<file path="src/rtl/cfg_clk_pkg.sv">
package cfg_clk_pkg;
  typedef enum logic [1:0] {
    ST_IDLE = 2'd0,
    ST_RUN  = 2'd1,
    ST_TAIL = 2'd2
  } cclk_state_e;
endpackage

</file>
<file path="src/rtl/cfg_prog_sync.sv">
module cfg_prog_sync #(
  parameter int STAGES = 2
) (
  input  logic clk,
  input  logic rst_n,
  input  logic req_n,
  output logic fall
);
  logic [STAGES-1:0] sync_q, sync_d;
  logic              last_q;

  always_comb begin
    sync_d = {sync_q[STAGES-2:0], req_n};
  end

  always_ff @(posedge clk or negedge rst_n) begin
    if (!rst_n) begin
      sync_q <= '1;
      last_q <= 1'b1;
    end else begin
      sync_q <= sync_d;
      last_q <= sync_q[STAGES-1];
    end
  end

  assign fall = last_q & ~sync_q[STAGES-1];


  fall_pulse_chk: assert property (@(posedge clk) disable iff (!rst_n)
    fall |=> !fall);
endmodule

</file>
<file path="src/rtl/cfg_clk_div.sv">
module cfg_clk_div #(
  parameter int FSEL_W = 2
) (
  input  logic              clk,
  input  logic              rst_n,
  input  logic              clr,
  input  logic              run,
  input  logic [FSEL_W-1:0] fsel,
  output logic              cclk_bit,
  output logic              rise_tick,
  output logic              fall_tick
);
  localparam int DIV_W = 2 ** FSEL_W;

  logic [DIV_W-1:0] cnt_q, cnt_d;
  logic [DIV_W-1:0] mask, low;

  always_comb begin
    if (clr || !run) cnt_d = '0;
    else             cnt_d = cnt_q + DIV_W'(1);
  end

  always_ff @(posedge clk or negedge rst_n) begin
    if (!rst_n) cnt_q <= '0;
    else        cnt_q <= cnt_d;
  end

  always_comb begin
    mask      = (DIV_W'(2) << fsel) - DIV_W'(1);
    low       = cnt_q & mask;
    rise_tick = run && (low == (mask >> 1));
    fall_tick = run && (low == mask);
    cclk_bit  = cnt_q[fsel];
  end


  rise_edge_chk: assert property (@(posedge clk) disable iff (!rst_n)
    (run && !clr && rise_tick) |=> cclk_bit);

  fall_edge_chk: assert property (@(posedge clk) disable iff (!rst_n)
    (run && !clr && fall_tick) |=> !cclk_bit);
endmodule

</file>
<file path="src/rtl/cfg_tail_cnt.sv">
module cfg_tail_cnt #(
  parameter int TAIL_CLKS = 120
) (
  input  logic clk,
  input  logic rst_n,
  input  logic clr,
  input  logic inc,
  output logic reached
);
  localparam int CNT_W = $clog2(TAIL_CLKS + 1);

  logic [CNT_W-1:0] cnt_q, cnt_d;

  always_comb begin
    if (clr)                         cnt_d = '0;
    else if (inc && !reached)        cnt_d = cnt_q + CNT_W'(1);
    else                             cnt_d = cnt_q;
  end

  always_ff @(posedge clk or negedge rst_n) begin
    if (!rst_n) cnt_q <= '0;
    else        cnt_q <= cnt_d;
  end

  assign reached = (cnt_q == CNT_W'(TAIL_CLKS));


  tail_bound_chk: assert property (@(posedge clk) disable iff (!rst_n)
    cnt_q <= CNT_W'(TAIL_CLKS));
endmodule

</file>
<file path="src/rtl/cfg_clk_ctrl.sv">
module cfg_clk_ctrl
  import cfg_clk_pkg::*;
#(
  parameter int                MODE_W      = 3,
  parameter int                FSEL_W      = 2,
  parameter int                SYNC_STAGES = 2,
  parameter int                TAIL_CLKS   = 120,
  parameter logic [(2**MODE_W)-1:0] MASTER_MASK = 8'hC0
) (
  input  logic              clk_osc,
  input  logic              rst_n,
  input  logic              prog_req_n,
  input  logic [MODE_W-1:0] mode_sel,
  input  logic [FSEL_W-1:0] freq_sel,
  input  logic              done_i,
  input  logic              wake_done_i,
  output logic              cclk_o,
  output logic              cclk_oe
);
  logic [1:0]        rst_sync_q;
  logic              rst_n_int;
  cclk_state_e       state_q, state_d;
  logic [FSEL_W-1:0] fsel_q, fsel_d;
  logic              start, master_now;
  logic              cclk_bit, rise_tick, fall_tick, reached;

  // reset: asserted asynchronously, released on the clock
  always_ff @(posedge clk_osc or negedge rst_n) begin
    if (!rst_n) rst_sync_q <= 2'b00;
    else        rst_sync_q <= {rst_sync_q[0], 1'b1};
  end
  assign rst_n_int = rst_sync_q[1];

  cfg_prog_sync #(.STAGES(SYNC_STAGES)) sync_i (
    .clk   (clk_osc),
    .rst_n (rst_n_int),
    .req_n (prog_req_n),
    .fall  (start)
  );

  assign master_now = MASTER_MASK[mode_sel];

  always_comb begin
    state_d = state_q;
    fsel_d  = fsel_q;
    if (start) begin
      fsel_d  = freq_sel;
      state_d = master_now ? ST_RUN : ST_IDLE;
    end else begin
      case (state_q)
        ST_RUN:  if (done_i && wake_done_i) state_d = ST_TAIL;
        ST_TAIL: if (reached && fall_tick)  state_d = ST_IDLE;
        default: state_d = ST_IDLE;
      endcase
    end
  end

  always_ff @(posedge clk_osc or negedge rst_n_int) begin
    if (!rst_n_int) begin
      state_q <= ST_IDLE;
      fsel_q  <= '0;
    end else begin
      state_q <= state_d;
      fsel_q  <= fsel_d;
    end
  end

  cfg_clk_div #(.FSEL_W(FSEL_W)) div_i (
    .clk       (clk_osc),
    .rst_n     (rst_n_int),
    .clr       (start),
    .run       (state_q != ST_IDLE),
    .fsel      (fsel_q),
    .cclk_bit  (cclk_bit),
    .rise_tick (rise_tick),
    .fall_tick (fall_tick)
  );

  cfg_tail_cnt #(.TAIL_CLKS(TAIL_CLKS)) tail_i (
    .clk     (clk_osc),
    .rst_n   (rst_n_int),
    .clr     (start || (state_q != ST_TAIL)),
    .inc     (rise_tick),
    .reached (reached)
  );

  assign cclk_oe = (state_q != ST_IDLE);
  assign cclk_o  = cclk_oe & cclk_bit;


  master_start_chk: assert property (@(posedge clk_osc) disable iff (!rst_n_int)
    (start && master_now) |=> cclk_oe);

  slave_start_chk: assert property (@(posedge clk_osc) disable iff (!rst_n_int)
    (start && !master_now) |=> !cclk_oe);

  stop_phase_chk: assert property (@(posedge clk_osc) disable iff (!rst_n_int)
    $fell(cclk_oe) |-> ($past(cclk_o) || $past(start)));
endmodule

</file>
<file path="config.mk">
export PLATFORM = sky130hd
export DESIGN_NAME = cfg_clk_ctrl
export DESIGN_NICKNAME = d
export VERILOG_FILES = /design/src/rtl/cfg_clk_pkg.sv /design/src/rtl/cfg_prog_sync.sv /design/src/rtl/cfg_clk_div.sv /design/src/rtl/cfg_tail_cnt.sv /design/src/rtl/cfg_clk_ctrl.sv
export SDC_FILE = /design/constraint.sdc
export NUM_CORES = 1
export LEC_CHECK = 0
export ABC_AREA = 1
export BUFFER_PORTS_ARGS = -buffer_cell sky130_fd_sc_hd__buf_4
export CAP_MARGIN = 20
export CORE_UTILIZATION = 50
export DETAILED_ROUTE_END_ITERATION = 6
export HOLD_SLACK_MARGIN = 0.05
export PLACE_DENSITY_LB_ADDON = 0.05
export REMOVE_ABC_BUFFERS = 1
export SLEW_MARGIN = 40
export SYNTH_ARGS = -nofsm -noshare
export SYNTH_HDL_FRONTEND = slang
export SYNTH_SLANG_ARGS = --single-unit
</file>
<file path="constraint.sdc">
create_clock -name clk_osc -period 1.2 [get_ports clk_osc]
set_clock_uncertainty 0.1 [all_clocks]
set_input_delay 0.06 -clock clk_osc [delete_from_list [all_inputs] [get_ports clk_osc]]
set_output_delay 0.06 -clock clk_osc [all_outputs]
set_load 0.02 [all_outputs]
</file>
# Yosys cells after proc, flatten, opt, wreduce, memory -nomap -nowiden
# Memory sizes are Yosys's and may differ from the RTL's.
# Index checks and enable logic that the tools add are counted.
# Widths: inputs -> output; s select.
[totals]
reg_bits = 20
rom_bits = 8
input_bits = 10
word_cells = 49
memories = 1
[op_classes]
add_sub_neg = 3
order_cmp = 2
eq_ne = 8
n_shift = 1
n_mux = 11
n_bitwise = 4
reduce_logical = 12
[memory_table]
columns = ["memory", "depth", "width", "read_ports", "rd_clocked_by_memory_dff", "write_ports", "line", "source"]
rows = [
  ["(name not given)", 8, 1, 1, 0, 0, "cfg_clk_ctrl.sv:41", "assign master_now = MASTER_MASK[mode_sel];"],
]
[op_table]
columns = ["operator", "count"]
rows = [
  ["$mux 7", 2],
  ["$add 7x1->7 const B", 1],
  ["$eq 7x7->1 const B", 1],
  ["$mux 2", 3],
  ["$ne 3x2->1 const B", 2],
  ["$logic_and 1x1->1", 5],
  ["$add 4x1->4 const B", 1],
  ["$and 4x4->4", 1],
  ["$eq 4x3->1", 1],
  ["$eq 4x4->1", 1],
  ["$lt 3x4->1 const B", 1],
  ["$mux 4", 1],
  ["$pmux 2 s2", 1],
  ["$reduce_bool 2->1", 2],
  ["$shl 2x2->4 const A", 1],
  ["$sub 4x2->4 const B", 1],
  ["$lt 2x3->1 const B", 1],
  ["$mux 1", 3],
  ["$and 1x1->1", 2],
  ["$bmux 1 s2", 1],
  ["$eq 2x1->1 const B", 1],
  ["$eq 2x2->1 const B", 1],
  ["$logic_not 1->1", 2],
  ["$logic_or 1x1->1", 2],
  ["3 further kinds", 3],
]

# Logic depth before layout (Yosys ltp)
[depth]
depth_word = 9
depth_mapped = 9
mapped_depth_nobuf = 9

# Hierarchy
# A second synthesis with hierarchy kept.
[hier_totals]
hier_cells = 142
hier_area_um2 = 1082.3
[by_module_without_submodules]
columns = ["mod", "instances", "cells_per_inst", "area_per_inst_um2", "seq_area_each_um2"]
rows = [
  ["cfg_tail_cnt", 1, 64, 456.7, 175.2],
  ["cfg_clk_div", 1, 44, 284.0, 100.1],
  ["cfg_clk_ctrl", 1, 29, 252.7, 150.1],
  ["cfg_prog_sync", 1, 5, 88.8, 78.8],
]

# Worst setup path before layout
# No wires, ideal clock.
[synth_timing]
kind = "register to register"
from = "reg tail_i.cnt_q[0]"
to = "reg tail_i.cnt_q[6]"
setup_ns = 0.116
t_arrival_ns = 1.135
required_ns = 0.984
path_slack_ns = -0.151
path_stages_with_launch = 10
n_path_buf = 0
cell_sequence = "dfrtp_1 -> inv_1 -> ha_1 -> nand3_1 -> nor2_1 -> nor2_2 -> nand3_4 -> nand2_1 -> nand2_1 -> nand2_1"
[synth_via]
elab_chain_len = 4
[synth_lines]
columns = ["item", "line", "source"]
rows = [
  ["start, declared", "cfg_tail_cnt.sv:12", "logic [CNT_W-1:0] cnt_q, cnt_d;"],
  ["start signal, assigned", "cfg_tail_cnt.sv:22", "else cnt_q <= cnt_d;"],
  ["branches (longest 4 deep; another with $add 7x1->7)", "-", ""],
]
# Parallel ways; which one is timed is not known. The select of a mux whose other input is x is not followed.
# A chain may end at the register's enable or synchronous reset.

# Worst setup path in the final report
[layout_timing]
from = "reg fsel_q[0]"
to = "reg tail_i.cnt_q[6]"
[layout_via]
elab_chain_len = 7
[layout_lines]
columns = ["item", "line", "source"]
rows = [
  ["start, declared", "cfg_clk_ctrl.sv:23", "logic [FSEL_W-1:0] fsel_q, fsel_d;"],
  ["start signal, assigned", "cfg_clk_ctrl.sv:64", "fsel_q <= fsel_d;"],
  ["$shl 2x2->4 (*)", "cfg_clk_div.sv:29", "mask = (DIV_W'(2) << fsel) - DIV_W'(1);"],
  ["$sub 4x2->4 (*)", "cfg_clk_div.sv:29", ""],
  ["$and 4x4->4", "cfg_clk_div.sv:30", "low = cnt_q & mask;"],
  ["$eq 4x3->1 (*)", "cfg_clk_div.sv:31", "rise_tick = run && (low == (mask >> 1));"],
  ["$logic_and 1x1->1 (*)", "cfg_clk_div.sv:31", ""],
  ["$logic_and 1x1->1 (*)", "cfg_tail_cnt.sv:16", "else if (inc && !reached) cnt_d = cnt_q + CNT_W'(1);"],
  ["$reduce_bool 2->1 (no line) (*)", "-", ""],
]
# Mark *: on every way between the ends. The rest lies on a longest branch, timed or not.

==> run_results.csv <==
group,metric,value,unit
floorplan,die_x,49.56,µm
power_and_ir_drop,seqPwrFrac,0.425,
sta,final-setup-viol-count,16,
power_and_ir_drop,ir_drop,1472,µV
drt,drc,0,
power_and_ir_drop,power_switching,632.9,µW
drt,drtIter0Drc,73,
drt,wl_per_cell,17.39,µm
floorplan,initial_core_util,0.5539,
placement,gp_routability_congestion,0.9018,
sta,worst_slack,-0.3346,ns
synth,ys_warn_count,0,
floorplan,rows,16,
grt,grt.overflow.total,0,
placement,pre_cts_ws,-0.2325,ns
drt,drt-total-wl,3844,µm
layout,drive_gt1_frac,0.5309,
clock_network,cts_made_buffers,3,
layout,fin_util,0.9252,
grt,grt_pass1_vias,1164,
power_and_ir_drop,comb_power_share,0.391,
synth,synthCells,134,
synth,yosys-top-cells-area,"dfrtp_1 (38%), nand2_1 (8.3%), nand3_1 (8.0%)",
drt,ant_nets,0,
drt,num_vias,1263,
placement,io_buffers,10,
synth,ys_ff_latch,20,
synth,yosys.area.top_type_share,0.3761,
power_and_ir_drop,p_leak,0.8808,nW
layout,n_antenna_cell,0,
critical_path,cp.arrival,1.69,ns
layout,syn_to_final_growth,67.04,%
worst_hold_path,hold_class,"reg2async",
power_and_ir_drop,swShare,0.3475,
drt,dr.pass1.iters,4,
power_and_ir_drop,pwr-share-clk,0.185,
grt,grt_pass1_wl,5319,µm
synth,syn_area,1131,µm²
sta,slew_violations,0,
layout,seq_area,506.7,µm²
clock_network,clk_latency,0.30,ns
power_and_ir_drop,intPower,1.189,mW
status,violations,"negative setup slack",
synth,yosys.area.top_type,"dfrtp_1",
clock_network,cts_tree,"built",
clock_network,clk_path_buf_depth,2,
placement,hpwl,1865,µm
power_and_ir_drop,powerDensity,964.1,nW/µm²
sta,hold_violations,0,
sta,fin_crit,1.535,ns
grt,grt_use_total,0.2898,
critical_path,worstSetupPathType,"reg2reg",
layout,nets,208,
layout,final_common_cell,"buf_4",
sta,max_freq,651.6,MHz
critical_path,worstPathMaxFanout,8,
critical_path,crit_required,1.35,ns
floorplan,coreArea,2042,µm²
status,status,"finished, violations left",
clock_network,path_clk_slew,0.13,ns
floorplan,io_pins,12,
critical_path,critPathLaunchType,"register",
layout,fin_cells,221,
critical_path,ff2ff_setup_slack,-0.33,ns
placement,dpl.cell_count,196,
grt,antenna_found_initial,0,
grt,grt_max_degree,17,
critical_path,critPathCaptureType,"register",
drt,viasPerCell,5.715,
floorplan,dieArea,2456,µm²
synth,synth_area_per_cell,8.441,µm²
floorplan,die_h,49.56,µm
run,drv_cap,0,
synth,synth_cell_types,25,
layout,mostFrequentLayoutCells,"buf_4 (35), nand2_1 (20), dfrtp_1 (15), buf_6 (11), inv_1 (10)",
sta,period_share,1.279,
clock_network,root_buffer,"clkbuf_4",
layout,multi_input_area,679.4,µm²
sta,grt_setup_unrepaired,"yes",
clock_network,cts_htree_levels,1,
layout,n_fill_cell,68,
synth,ys_seq_area_frac,0.4458,
clock_network,clkSinkCount,20,
-- worst max-delay path, cell delays in order (launching register included) --
cell,delay (ns)
dfrtp_2,0.49
buf_4,0.17
nand3_1,0.12
nand3_2,0.16
inv_2,0.10
nand3_4,0.14
nand2_1,0.10
nand2_1,0.06
nand2_1,0.06
-- sequential cells by signal, summed over array words and instances, names as in the netlist --
name           flops
rst_sync_q         2
sync_i.last_q      1
tail_i.cnt_q       7
sync_i.sync_q      2
state_q            2
fsel_q             2
div_i.cnt_q        4
-- worst paths after layout --
check / from / end / cells past startpoint
setup / recovery: fsel_q[0]$_DFFE_PN0P_ / tail_i.cnt_q[6]$_DFFE_PN0P_ / 8
hold / removal: rst_sync_q[1]$_DFF_PN0_ / tail_i.cnt_q[4]$_DFFE_PN0P_ / 0
setup reg to reg: fsel_q[0]$_DFFE_PN0P_ / tail_i.cnt_q[6]$_DFFE_PN0P_ / 8
hold reg to reg: rst_sync_q[1]$_DFF_PN0_ / tail_i.cnt_q[4]$_DFFE_PN0P_ / 0
max in group asynchronous: rst_n / rst_sync_q[0]$_DFF_PN0_ / 3
min in group clk_osc: sync_i.sync_q[0]$_DFF_PN1_ / sync_i.sync_q[1]$_DFF_PN1_ / 0
-- power by group through the flow --
stage          combinational (mW)  clock, mW  sequential (mW)
6_report                    0.712      0.336            0.774
5_1_grt                     0.745      0.370            0.776
4_1_cts                     0.592      0.338            0.758
3_5_place_dp                0.453          0            0.769
3_3_place_gp                0.439          0            0.766
2_1_floorplan               0.236          0            0.768
-- routing by layer --
metal,up-vias,global-route usage,wire [µm]
met5,-,0,0
met3,23,0.05247,207
li1,554,-,-
met4,0,0.07619,197
met1,615,0.3505,1470
met2,71,0.5225,1970
-- final cells by class --
class | count | share of cell area
clock buffer | 4 | 0.01391
inverter | 21 | 0.04570
multi-input combinational | 90 | 0.3596
sequential | 20 | 0.2682
tap | 27 | 0.01788
timing repair buffer | 59 | 0.2947
-- per-stage QoR --
| step | hold slack, ns | setup TNS, ns | instance area [µm²] | total power [mW] |
|---|---|---|---|---|
| floorplan | -0.3356 | -1.149 | 1114 | 1.004 |
| global placement | -0.2572 | -1.259 | 1470 | 1.205 |
| detailed placement | -0.2558 | -1.977 | 1470 | 1.222 |
| CTS | 0.05785 | -2.447 | 1742 | 1.689 |
| global route | 0.07884 | -3.949 | 1889 | 1.891 |
| finish | 0.05669 | -3.323 | 1889 | 1.822 |
-- Yosys cell counts (all sizes together) --
library cell,count
a21oi,3
inv,21
nand3,21
nor2,13
ha,3
buf,3
dfstp,3
xor2,2
o21bai,1
nand2,28
nor3,1
dfrtp,17
o21ai,6
xnor2,2
o21a,1
conb,1
nand4,8
-- cell families (layout without fill, tap and decap cells) --
family	after synthesis	in the layout	synth area share
other	1	1	0.003315
XOR/XNOR	4	4	0.03098
AO/OA/AOI/OAI	11	11	0.05310
buffers and inverters	24	84	0.08517
AND/OR/NAND/NOR	71	71	0.3485
adder cells (fa/ha/maj)	3	3	0.03319
flip-flops	20	20	0.4458
-- timing repair --
action | CTS | global route
pin swaps | 6 | 13
setup endpoints to repair | 15 | 17
setup buffers | 8 | 4
resized for setup | 23 | 31
hold buffers | 9 | 0
endpoints found under the hold margin | 7 | 0
Power figures use the tool's default switching activity.
